## src/rtl/stack_seq_pkg.sv

```systemverilog
package stack_seq_pkg;

  typedef enum logic [1:0] {
    OP_IRQ  = 2'b00,
    OP_CALL = 2'b01,
    OP_RETI = 2'b10,
    OP_RETS = 2'b11
  } op_e;

  typedef enum logic [1:0] {
    SL_PCH = 2'b00,
    SL_PCL = 2'b01,
    SL_ST  = 2'b10
  } slot_e;

  localparam int BRK_POS = 4;

  function automatic logic [1:0] xfer_count(op_e o);
    case (o)
      OP_IRQ, OP_RETI: xfer_count = 2'd3;
      default:         xfer_count = 2'd2;
    endcase
  endfunction

  // order of bytes moved for each operation
  function automatic slot_e slot_at(op_e o, logic [1:0] i);
    slot_e s;
    case (o)
      OP_RETI: s = (i == 2'd0) ? SL_ST : ((i == 2'd1) ? SL_PCL : SL_PCH);
      OP_RETS: s = (i == 2'd0) ? SL_PCL : SL_PCH;
      default: s = (i == 2'd0) ? SL_PCH : ((i == 2'd1) ? SL_PCL : SL_ST);
    endcase
    return s;
  endfunction

  function automatic logic is_pull(op_e o);
    return o[1];
  endfunction

endpackage

```

## src/rtl/stack_ptr.sv

```systemverilog
module stack_ptr #(
  parameter int PTR_W = 8,
  parameter logic [PTR_W-1:0] SP_INIT = '1
) (
  input  logic             clk,
  input  logic             rst,
  input  logic             inc,
  input  logic             dec,
  output logic [PTR_W-1:0] sp,
  output logic [PTR_W-1:0] sp_up
);

  assign sp_up = sp + 1'b1;

  always_ff @(posedge clk) begin
    if (rst)      sp <= SP_INIT;
    else if (inc) sp <= sp_up;
    else if (dec) sp <= sp - 1'b1;
  end

endmodule

```

## src/rtl/stack_restore.sv

```systemverilog
module stack_restore
  import stack_seq_pkg::*;
#(
  parameter int DATA_W = 8
) (
  input  logic                clk,
  input  logic                rst,
  input  logic                cap_en,
  input  slot_e               cap_slot,
  input  logic [DATA_W-1:0]   rdata,
  output logic [2*DATA_W-1:0] pc_rest,
  output logic [DATA_W-1:0]   st_rest
);

  always_ff @(posedge clk) begin
    if (rst) begin
      pc_rest <= '0;
      st_rest <= '0;
    end else if (cap_en) begin
      case (cap_slot)
        SL_PCH:  pc_rest[DATA_W +: DATA_W] <= rdata;
        SL_PCL:  pc_rest[0 +: DATA_W]      <= rdata;
        default: st_rest                   <= rdata;
      endcase
    end
  end

endmodule

```

## src/rtl/stack_ctrl.sv

```systemverilog
module stack_ctrl
  import stack_seq_pkg::*;
#(
  parameter int DATA_W = 8,
  parameter int PTR_W  = 8,
  parameter int PG_W   = 8,
  localparam int ADDR_W = PG_W + PTR_W,
  localparam int PC_W   = 2 * DATA_W
) (
  input  logic              clk,
  input  logic              rst,
  input  logic              go,
  input  logic [1:0]        op,
  input  logic              sw_brk,
  input  logic [PG_W-1:0]   page,
  input  logic [PC_W-1:0]   pc_in,
  input  logic [DATA_W-1:0] st_in,
  input  logic [PTR_W-1:0]  sp,
  input  logic [PTR_W-1:0]  sp_up,
  output logic              ptr_inc,
  output logic              ptr_dec,
  output logic [ADDR_W-1:0] mem_addr,
  output logic [DATA_W-1:0] mem_wdata,
  output logic              mem_we,
  output logic              cap_en,
  output slot_e             cap_slot,
  output logic              rd_live,
  output logic              busy,
  output logic              fin
);

  op_e              cur;
  logic [1:0]       idx;
  logic [PG_W-1:0]  pg_l;
  logic [PC_W-1:0]  pc_l;
  logic [DATA_W-1:0] st_l;
  logic             p1_vld, p1_last, p2_vld, p2_last;
  slot_e            p1_slot, p2_slot;

  logic [1:0]       n_xfer;
  logic             issue, pull, last_now;
  slot_e            slot_now;
  logic [DATA_W-1:0] byte_now;

  always_comb begin
    n_xfer   = xfer_count(cur);
    pull     = is_pull(cur);
    issue    = busy && (idx < n_xfer);
    slot_now = slot_at(cur, idx);
    last_now = (idx == n_xfer - 2'd1);
    case (slot_now)
      SL_PCH:  byte_now = pc_l[DATA_W +: DATA_W];
      SL_PCL:  byte_now = pc_l[0 +: DATA_W];
      default: byte_now = st_l;
    endcase
  end

  assign ptr_inc  = issue && pull;
  assign ptr_dec  = issue && !pull;
  assign cap_en   = p2_vld;
  assign cap_slot = p2_slot;
  assign rd_live  = p1_vld;

  always_ff @(posedge clk) begin
    if (rst) begin
      busy      <= 1'b0;
      fin       <= 1'b0;
      mem_we    <= 1'b0;
      mem_addr  <= '0;
      mem_wdata <= '0;
      idx       <= '0;
      cur       <= OP_IRQ;
      pg_l      <= '0;
      pc_l      <= '0;
      st_l      <= '0;
      p1_vld    <= 1'b0;
      p1_last   <= 1'b0;
      p1_slot   <= SL_PCH;
      p2_vld    <= 1'b0;
      p2_last   <= 1'b0;
      p2_slot   <= SL_PCH;
    end else begin
      fin     <= 1'b0;
      p1_vld  <= issue && pull;
      p1_last <= last_now;
      p1_slot <= slot_now;
      p2_vld  <= p1_vld;
      p2_last <= p1_last;
      p2_slot <= p1_slot;
      if (!busy) begin
        mem_we <= 1'b0;
        if (go) begin
          busy <= 1'b1;
          idx  <= '0;
          cur  <= op_e'(op);
          pg_l <= page;
          pc_l <= pc_in;
          st_l <= st_in;
          st_l[BRK_POS] <= sw_brk;
        end
      end else begin
        mem_we <= issue && !pull;
        if (issue) begin
          mem_addr  <= {pg_l, (pull ? sp_up : sp)};
          mem_wdata <= byte_now;
          idx       <= idx + 2'd1;
        end
        if ((!pull && idx == n_xfer) || (pull && p2_vld && p2_last)) begin
          busy <= 1'b0;
          fin  <= 1'b1;
        end
      end
    end
  end

endmodule

```

## src/rtl/stack_seq.sv

```systemverilog
module stack_seq
  import stack_seq_pkg::*;
#(
  parameter int DATA_W = 8,
  parameter int PTR_W  = 8,
  parameter int PG_W   = 8,
  parameter logic [PTR_W-1:0] SP_INIT = '1,
  localparam int ADDR_W = PG_W + PTR_W,
  localparam int PC_W   = 2 * DATA_W
) (
  input  logic              clk,
  input  logic              rst,
  input  logic              go,
  input  logic [1:0]        op,
  input  logic              sw_brk,
  input  logic [PG_W-1:0]   page,
  input  logic [PC_W-1:0]   pc_in,
  input  logic [DATA_W-1:0] st_in,
  output logic [ADDR_W-1:0] mem_addr,
  output logic [DATA_W-1:0] mem_wdata,
  output logic              mem_we,
  input  logic [DATA_W-1:0] mem_rdata,
  output logic [PC_W-1:0]   pc_rest,
  output logic [DATA_W-1:0] st_rest,
  output logic [PTR_W-1:0]  sp,
  output logic              busy,
  output logic              fin
);

  logic             ptr_inc, ptr_dec, cap_en, rd_live;
  logic [PTR_W-1:0] sp_up;
  slot_e            cap_slot;

  stack_ptr #(.PTR_W(PTR_W), .SP_INIT(SP_INIT)) u_ptr (
    .clk(clk), .rst(rst), .inc(ptr_inc), .dec(ptr_dec),
    .sp(sp), .sp_up(sp_up)
  );

  stack_ctrl #(.DATA_W(DATA_W), .PTR_W(PTR_W), .PG_W(PG_W)) u_ctrl (
    .clk(clk), .rst(rst), .go(go), .op(op), .sw_brk(sw_brk),
    .page(page), .pc_in(pc_in), .st_in(st_in),
    .sp(sp), .sp_up(sp_up), .ptr_inc(ptr_inc), .ptr_dec(ptr_dec),
    .mem_addr(mem_addr), .mem_wdata(mem_wdata), .mem_we(mem_we),
    .cap_en(cap_en), .cap_slot(cap_slot), .rd_live(rd_live),
    .busy(busy), .fin(fin)
  );

  stack_restore #(.DATA_W(DATA_W)) u_rest (
    .clk(clk), .rst(rst), .cap_en(cap_en), .cap_slot(cap_slot),
    .rdata(mem_rdata), .pc_rest(pc_rest), .st_rest(st_rest)
  );

endmodule

```

## config.mk

```make
export PLATFORM = sky130hd
export DESIGN_NAME = stack_seq
export DESIGN_NICKNAME = d
export VERILOG_FILES = /design/src/rtl/stack_seq_pkg.sv /design/src/rtl/stack_ptr.sv /design/src/rtl/stack_restore.sv /design/src/rtl/stack_ctrl.sv /design/src/rtl/stack_seq.sv
export SDC_FILE = /design/constraint.sdc
export NUM_CORES = 1
export LEC_CHECK = 0
export BUFFER_PORTS_ARGS = -buffer_cell sky130_fd_sc_hd__buf_2
export CAP_MARGIN = 25
export CELL_PAD_IN_SITES_DETAIL_PLACEMENT = 1
export CELL_PAD_IN_SITES_GLOBAL_PLACEMENT = 1
export CORE_ASPECT_RATIO = 0.7
export CORE_MARGIN = 5
export CORE_UTILIZATION = 44
export CTS_BUF_LIST = sky130_fd_sc_hd__clkbuf_4
export CTS_CLUSTER_DIAMETER = 100
export DETAILED_ROUTE_END_ITERATION = 7
export PLACE_DENSITY_LB_ADDON = 0.1
export SYNTH_ARGS = -nofsm -noshare
export SYNTH_HDL_FRONTEND = slang
export SYNTH_SLANG_ARGS = --single-unit
```

## constraint.sdc

```tcl
create_clock -name clk -period 3.9 [get_ports clk]
set_input_delay 0.195 -clock clk [delete_from_list [all_inputs] [get_ports clk]]
set_output_delay 0.195 -clock clk [all_outputs]
set_load 0.05 [all_outputs]
```

==> results by group, run 1 <==
Setup path
  • CP Launch Type: flop
  • Crit path buffers/inverters: 1
  • R2R Path End: u_ctrl.mem_wdata[1]
  • CP top delay family: simple AND/OR/NAND/NOR gates
  • Data arrival, critical path: 2820 ps
  • RR Startpoint: u_ctrl.cur[0]
  • Max incr delay on CP: approximately 740 ps
  • R2R depth: 6
  • Slowest cell on the critical path: and2_1
  • R2R Setup Slk: 1450 ps
  • Critical path origin: u_ctrl.cur[0]
  • Critical path class: flop to flop
  • CP endpoint kind: flop
  • CP max FO: 22
  • Worst path required time: 4270 ps
  • CP cell instances: inv_1, ha_1, nand2b_1, and2_1, nand3b_2, o221ai_1

Synth
  • Synth Flop Type: dfxtp_1
  • Synth area leaders: dfxtp_1 50%, nand2_1 9.0%, a21oi_1 6.5%
  • Post-synthesis mux area share: 0.0736
  • Cells after Synth: 463
  • Number of enable flip-flop cells after synthesis: 0
  • Mapped Area: approximately 0.0041 sq mm
  • Most frequent cell after synthesis: dfxtp_1
  • Ys async rst share: 0
  • FF+latch count, synth: between 100 and 150
  • Largest family of logic cells by synthesized area: simple AND/OR/NAND/NOR gates
  • Seq/Total Area, Yosys: 0.499
  • Synth Area in Compound Gates: 0.120
  • Syn Area/Cell: slightly below 9 sq um
  • XOR/XNOR Fraction of Synth Area: 0.0276
  • Simple-Gate Fraction of Synth Area: 0.218
  • Yosys warnings: 0
  • Post-synth net total: around 500
  • Largest area contributor in the netlist: dfxtp_1
  • Count of cell types in the netlist: 39
  • Most instantiated cells after synthesis: 103 x dfxtp_1, 99 x nand2_1, 54 x a21oi_1, 36 x nor2_1, 27 x mux2i_1
  • Synth Area in Adders: 0.0182
  • Synth top area share: 0.499

Floorplanning
  • Die Ht: between 90 and 100 microns
  • Top Ports: about 110
  • Die ar.: roughly 0.011 sq mm
  • Die width: ~130 microns
  • Core box area: a little over 0.009 sq mm
  • FP Rows: 29
  • Initial core utilization: 0.453

Timing
  • Max Clock Freq: between 0.4 and 0.5 GHz
  • RSZ-0062 raised after global routing: no
  • Slew margin rel.: 0.374
  • Final hold vios: 0
  • Clock Skews: between 5 and 6 ps
  • Final min period: 2450 ps
  • Final period util: 0.627
  • Count of final setup violators: 0
  • Slew at the pin closest to its max-slew limit: ~940 ps
  • Fin. max-slew vios: 0
  • Setup TNS: 0 ps

Global route
  • Met1 Use GR: 0.240
  • M3 GR Usage: 0.0528
  • First-pass GRT wire length: approximately 19 mm
  • Vias in the first global route: approximately 3800
  • M2 GR Usage: 0.344
  • Gr busiest metal: met2
  • Initial antenna violation count: 0
  • Largest net degree at the start of global routing: between 100 and 150
  • All-layer global routing usage: 0.197
  • Gr ovfl total: 0

Cells and area
  • Share of layout cells above drive strength 1: 0.224
  • Nets: ~640
  • Layout Area Growth over Synthesis: 28.1%
  • Number of diodes: 0
  • Finished Cell Area: between 0.005 and 0.006 sq mm

Placed design
  • HPWL after detailed placement: between 7 and 8 mm
  • RD Place Congestion: between 0.7 and 0.8
  • Port Buf Inserts: 103
  • DP Area: ~0.0047 sq mm

Clock tree
  • Post-CTS Resized: 0
  • Setup bufs post-CTS: 0
  • CTS root buf: clkbuf_4
  • Clock buffer depth: 2
  • CTS clock-pin slew for the worst setup and hold paths: between 100 and 150 ps
  • H-tree depth: 3
  • CTS Buf Count: 9
  • Sink Count: 103
  • CTS tree: done
  • CTS Hold Buffers Added: 43
  • Worst skew pair latency: 450 ps

Power and ir drop
  • Clock power share: 0.266
  • Internal power: between 1 and 1.5 mW
  • P_leak: between 2 and 2.5 nW
  • Combinational fraction of design power: 0.165
  • P per Cell Area: approximately 380 mW/mm^2
  • Sequential Power Share: 0.569
  • Net Sw Power: 0.577 mW
  • Worst VDD drop: about 0.20 mV
  • Total chip power: ~2.0 mW
  • Switching part of the total power: 0.290

Route
  • TritonRoute pass-1 iters: 4
  • Detail Route Antenna Nets: 0
  • Post-route DRC violation count: 0
  • Via count: between 3000 and 4000
  • Final wirelength: 11.2 mm
  • Iteration-0 DRC Markers: 160
  • Vias per std cell: ~5.1
  • Wire length per cell: around 16 microns

Worst hold path
  • HP Class: flop to flop
  • Hold EP: u_ctrl.cap_slot[1]
  • Worst Hold Depth: 1
  • Hold wc startpoint: u_ctrl.p1_slot[1]

Run status
  • Outcome: finished clean

Job
  • Max_cap viols: 0
how the worst max path moves through the flow:
| stage | end | slack (ps) | depth (start not counted) |
|---|---|---|---|
| 6_report | u_ctrl.mem_wdata[1] | 1450 | 6 |
| 3_5_place_dp | u_ctrl.mem_wdata[4] | 1440 | 6 |
| 5_1_grt | u_ctrl.mem_wdata[1] | 1200 | 6 |
| 4_1_cts | u_ctrl.mem_wdata[3] | 1410 | 6 |
| 2_1_floorplan | u_ptr.sp[6] | 1980 | 6 |
| 3_3_place_gp | u_ctrl.mem_wdata[3] | 1520 | 6 |
power groups by stage:
stage               Sequential, mW  Combinational, mW  Clock (mW)
finish                        1.13              0.329       0.529
detailed placement            1.16              0.291           0
CTS                           1.13              0.325       0.558
global route                  1.14              0.359       0.592
global placement              1.15              0.282           0
floorplan                     1.21              0.151           0
state kept, by name, summed over array words and instances, names as in the netlist:
register / flops
u_ctrl.mem_addr: 16
u_ctrl.pc_l: 16
u_rest.pc_rest: 16
u_ctrl.mem_wdata: 8
u_ctrl.pg_l: 8
u_ctrl.st_l: 8
u_ptr.sp: 8
u_rest.st_rest: 8
u_ctrl.cap_slot: 2
u_ctrl.cur: 2
u_ctrl.idx: 2
u_ctrl.p1_slot: 2
u_ctrl.busy: 1
u_ctrl.cap_en: 1
u_ctrl.fin: 1
u_ctrl.mem_we: 1
u_ctrl.p1_last: 1
u_ctrl.p2_last: 1
u_ctrl.rd_live: 1
through the flow:
step / utilization / setup slack [ps] / hold slack (ps) / instances
2_1_floorplan: - / 1980 / 331 / 463
3_3_place_gp: 0.513 / 1520 / 415 / 659
3_5_place_dp: 0.515 / 1440 / 424 / 660
4_1_cts: 0.577 / 1410 / 375 / 719
5_1_grt: 0.581 / 1200 / 474 / 721
6_report: 0.581 / 1450 / 458 / 721
layout by cell type (no fill, tap or decap), drive strengths merged, types with 9 or more instances in the layout:
| cell | instances |
|---|---|
| buf | 108 |
| nand2 | 100 |
| dfxtp | 103 |
| dlygate4sd3 | 44 |
| mux2i | 28 |
| a21oi | 54 |
| a211oi | 11 |
| nand3 | 12 |
| nor2 | 36 |
| clkbuf | 9 |
| nand3b | 18 |
per-layer routing:
metal,share of wire,up-vias
met1,0.44,1724
met4,0.017,0
met3,0.047,19
met5,0,-
li1,-,1823
met2,0.50,85
cell type report:
class,instances,area [sq um]
multi-input combinational,321,1900
timing repair buffer,152,1020
tap,124,155
sequential,103,2060
fill,1093,3820
clock inverter,7,62.6
clock buffer,9,67.6
inverter,5,18.8
kinds of logic after synthesis:
group,Yosys count
buffers and inverters,39
XOR/XNOR,13
multiplexers,29
AO/OA/AOI/OAI,80
flip-flops,103
adder cells (fa/ha/maj),6
AND/OR/NAND/NOR,193
Note: power is estimated with default switching activity, not from simulation.
==> run 2: changes to the inputs <==
CORE_UTILIZATION = 41   (was 44)
clock period = 2.5 ns   (was 3.9 ns; I/O delays follow)
==> run 2 against run 1 <==
- worst hold slack worse by 280 ps
- largest power group unchanged
- routed wire length grew 2.4%
- non-clock buffer count is 3 higher
- highest routed layer unchanged
- largest cell class unchanged
- count of clock-buffer cells in the layout up 1
==> results by group, run 2 (synthesized netlist as in run 1, its figures left out) <==
Setup path
  • Data arrival, critical path: 2480 ps
  • Critical path origin: u_ctrl.cur[0]
  • CP top delay family: simple AND/OR/NAND/NOR gates
  • Slowest cell on the critical path: dfxtp_1
  • Crit path buffers/inverters: 2
  • CP Launch Type: flop
  • RR Startpoint: u_ctrl.cur[0]
  • CP cell instances: inv_1, ha_1, nand2b_1, nand2_1, buf_4, nand2_1, a21oi_1
  • Critical path class: flop to flop
  • CP endpoint kind: flop
  • Worst path required time: between 2000 and 3000 ps
  • R2R Setup Slk: slightly below 400 ps
  • Top cell by count, worst path: nand2_1
  • CP max FO: 13
  • Max incr delay on CP: roughly 460 ps

Placed design
  • HPWL after detailed placement: between 7 and 8 mm
  • Port Buf Inserts: 103
  • DP Worst Slack: ~400 ps
  • Placed Cells incl. Taps: around 670
  • RD Place Congestion: between 0.7 and 0.8

Timing
  • Clock Skews: 13.6 ps
  • Slew at the pin closest to its max-slew limit: 746 ps
  • WHS: between 150 and 200 ps
  • Final period util: 0.841
  • RSZ-0062 raised after global routing: no
  • Final hold vios: 0
  • Slew margin rel.: 0.500
  • Final min period: between 2000 and 2500 ps
  • Fin worst setup slack: 397 ps
  • Fin. max-slew vios: 0
  • Setup TNS: 0 ps
  • Max Clock Freq: ~0.48 GHz
  • Count of final setup violators: 0

Clock tree
  • Post-CTS Resized: 0
  • CTS clock-pin slew for the worst setup and hold paths: around 150 ps
  • Sink Count: between 100 and 150
  • CTS Buf Count: 9
  • Worst skew pair latency: roughly 440 ps
  • Clock buffer depth: 2
  • Setup bufs post-CTS: 0
  • CTS Hold Buffers Added: 43
  • CTS tree: done
  • CTS root buf: clkbuf_4
  • H-tree depth: 3

Cells and area
  • Nets: 647
  • Most common cell after layout, fill and taps aside: dfxtp_1
  • Share of layout cells above drive strength 1: 0.227
  • Number of diodes: 0
  • Layout Area Growth over Synthesis: 28.2%
  • Most frequent cells in the layout: 103 x dfxtp_1, 102 x buf_2, 99 x nand2_1, 54 x a21oi_1, 43 x dlygate4sd3_1
  • Post-Layout Cell Count: 728
  • Largest regs: u_ctrl.mem_addr x16, u_ctrl.pc_l x16, u_rest.pc_rest x16

Power and ir drop
  • Internal power: 2.21 mW
  • Worst VDD drop: roughly 0.24 mV
  • Net Sw Power: between 0.9 and 1 mW
  • Combinational fraction of design power: 0.166
  • Total chip power: between 3 and 4 mW
  • P_leak: between 2 and 2.5 nW
  • Switching part of the total power: 0.290
  • Sequential Power Share: 0.568
  • P per Cell Area: about 590 mW/mm^2
  • Clock power share: 0.266

Floorplanning
  • Core box area: 0.00976 sq mm
  • Die width: roughly 130 microns
  • Die ar.: 0.0122 sq mm
  • Die Ht: approximately 94 microns
  • Top Ports: about 110
  • FP Rows: 30
  • Initial core utilization: 0.423

Route
  • Via count: ~3600
  • TritonRoute pass-1 iters: 4
  • Post-route DRC violation count: 0
  • Iteration-0 DRC Markers: 145
  • Detail Route Antenna Nets: 0
  • Wire length per cell: roughly 16 microns
  • Final wirelength: about 12 mm
  • Vias per std cell: between 4 and 5

Global route
  • All-layer global routing usage: 0.194
  • Vias in the first global route: 3780
  • Initial antenna violation count: 0
  • Largest net degree at the start of global routing: ~60
  • Gr ovfl total: 0
  • First-pass GRT wire length: 18.7 mm

Job
  • Max_cap viols: 0

Worst hold path
  • HP Class: input port to flop
  • Hold wc startpoint: rst

Run status
  • Outcome: finished clean
[run 2: changes by cell type in the layout (fill, tap and decap cells not counted), sizes merged]
cell and delta:
buf +4, clkbuf +1, dlygate4sd3 -1, inv -1
[run 2: area by class of cell]
cell class	instances	area [sq um]
Clock inverter	6	51.3
Clock buffer	10	75.1
Tap cell	128	160
Fill cell	1170	4460
Multi-Input combinational cell	321	1900
Sequential cell	103	2060
Inverter	5	18.8
Timing Repair Buffer	155	1030
[run 2: worst register-to-register path, delay by kind of cell, from the launching register on]
family,cells,cell delay (ps)
AOI/OAI and AO/OA,1,150
adders and majority gates,1,240
and+or+nand+nor,3,770
DFF,1,460
buffers and inverters,2,410
[run 2: stage by stage]
stage | utilization | cell area (sq um)
finish | 0.543 | 5300
floorplan | - | 4130
global placement | 0.486 | 4740
detailed placement | 0.486 | 4740
global route | 0.543 | 5300
CTS | 0.543 | 5300
[run 2: layer usage]
metal  global-route usage  wire [microns]
met1                0.242            5220
met2                0.334            5540
met3               0.0472             561
met4               0.0545             188
met5                    0               0
[run 2: power by group through the flow]
stage	Combinational, mW	Sequential (mW)	Clock (mW)
final	0.518	1.77	0.829
after floorplan	0.236	1.89	0
after global routing	0.563	1.78	0.923
after CTS	0.521	1.77	0.864
after global placement	0.454	1.80	0
after detailed placement	0.468	1.80	0
[run 2: path summary, 6_finish.rpt]
kind | depth (start not counted) | to
worst max-delay path | 7 | u_ctrl.mem_addr[12]
worst min-delay path | 2 | u_ctrl.mem_addr[8]
worst max register to register | 7 | u_ctrl.mem_addr[12]
worst min register to register | 1 | u_ctrl.cap_slot[0]
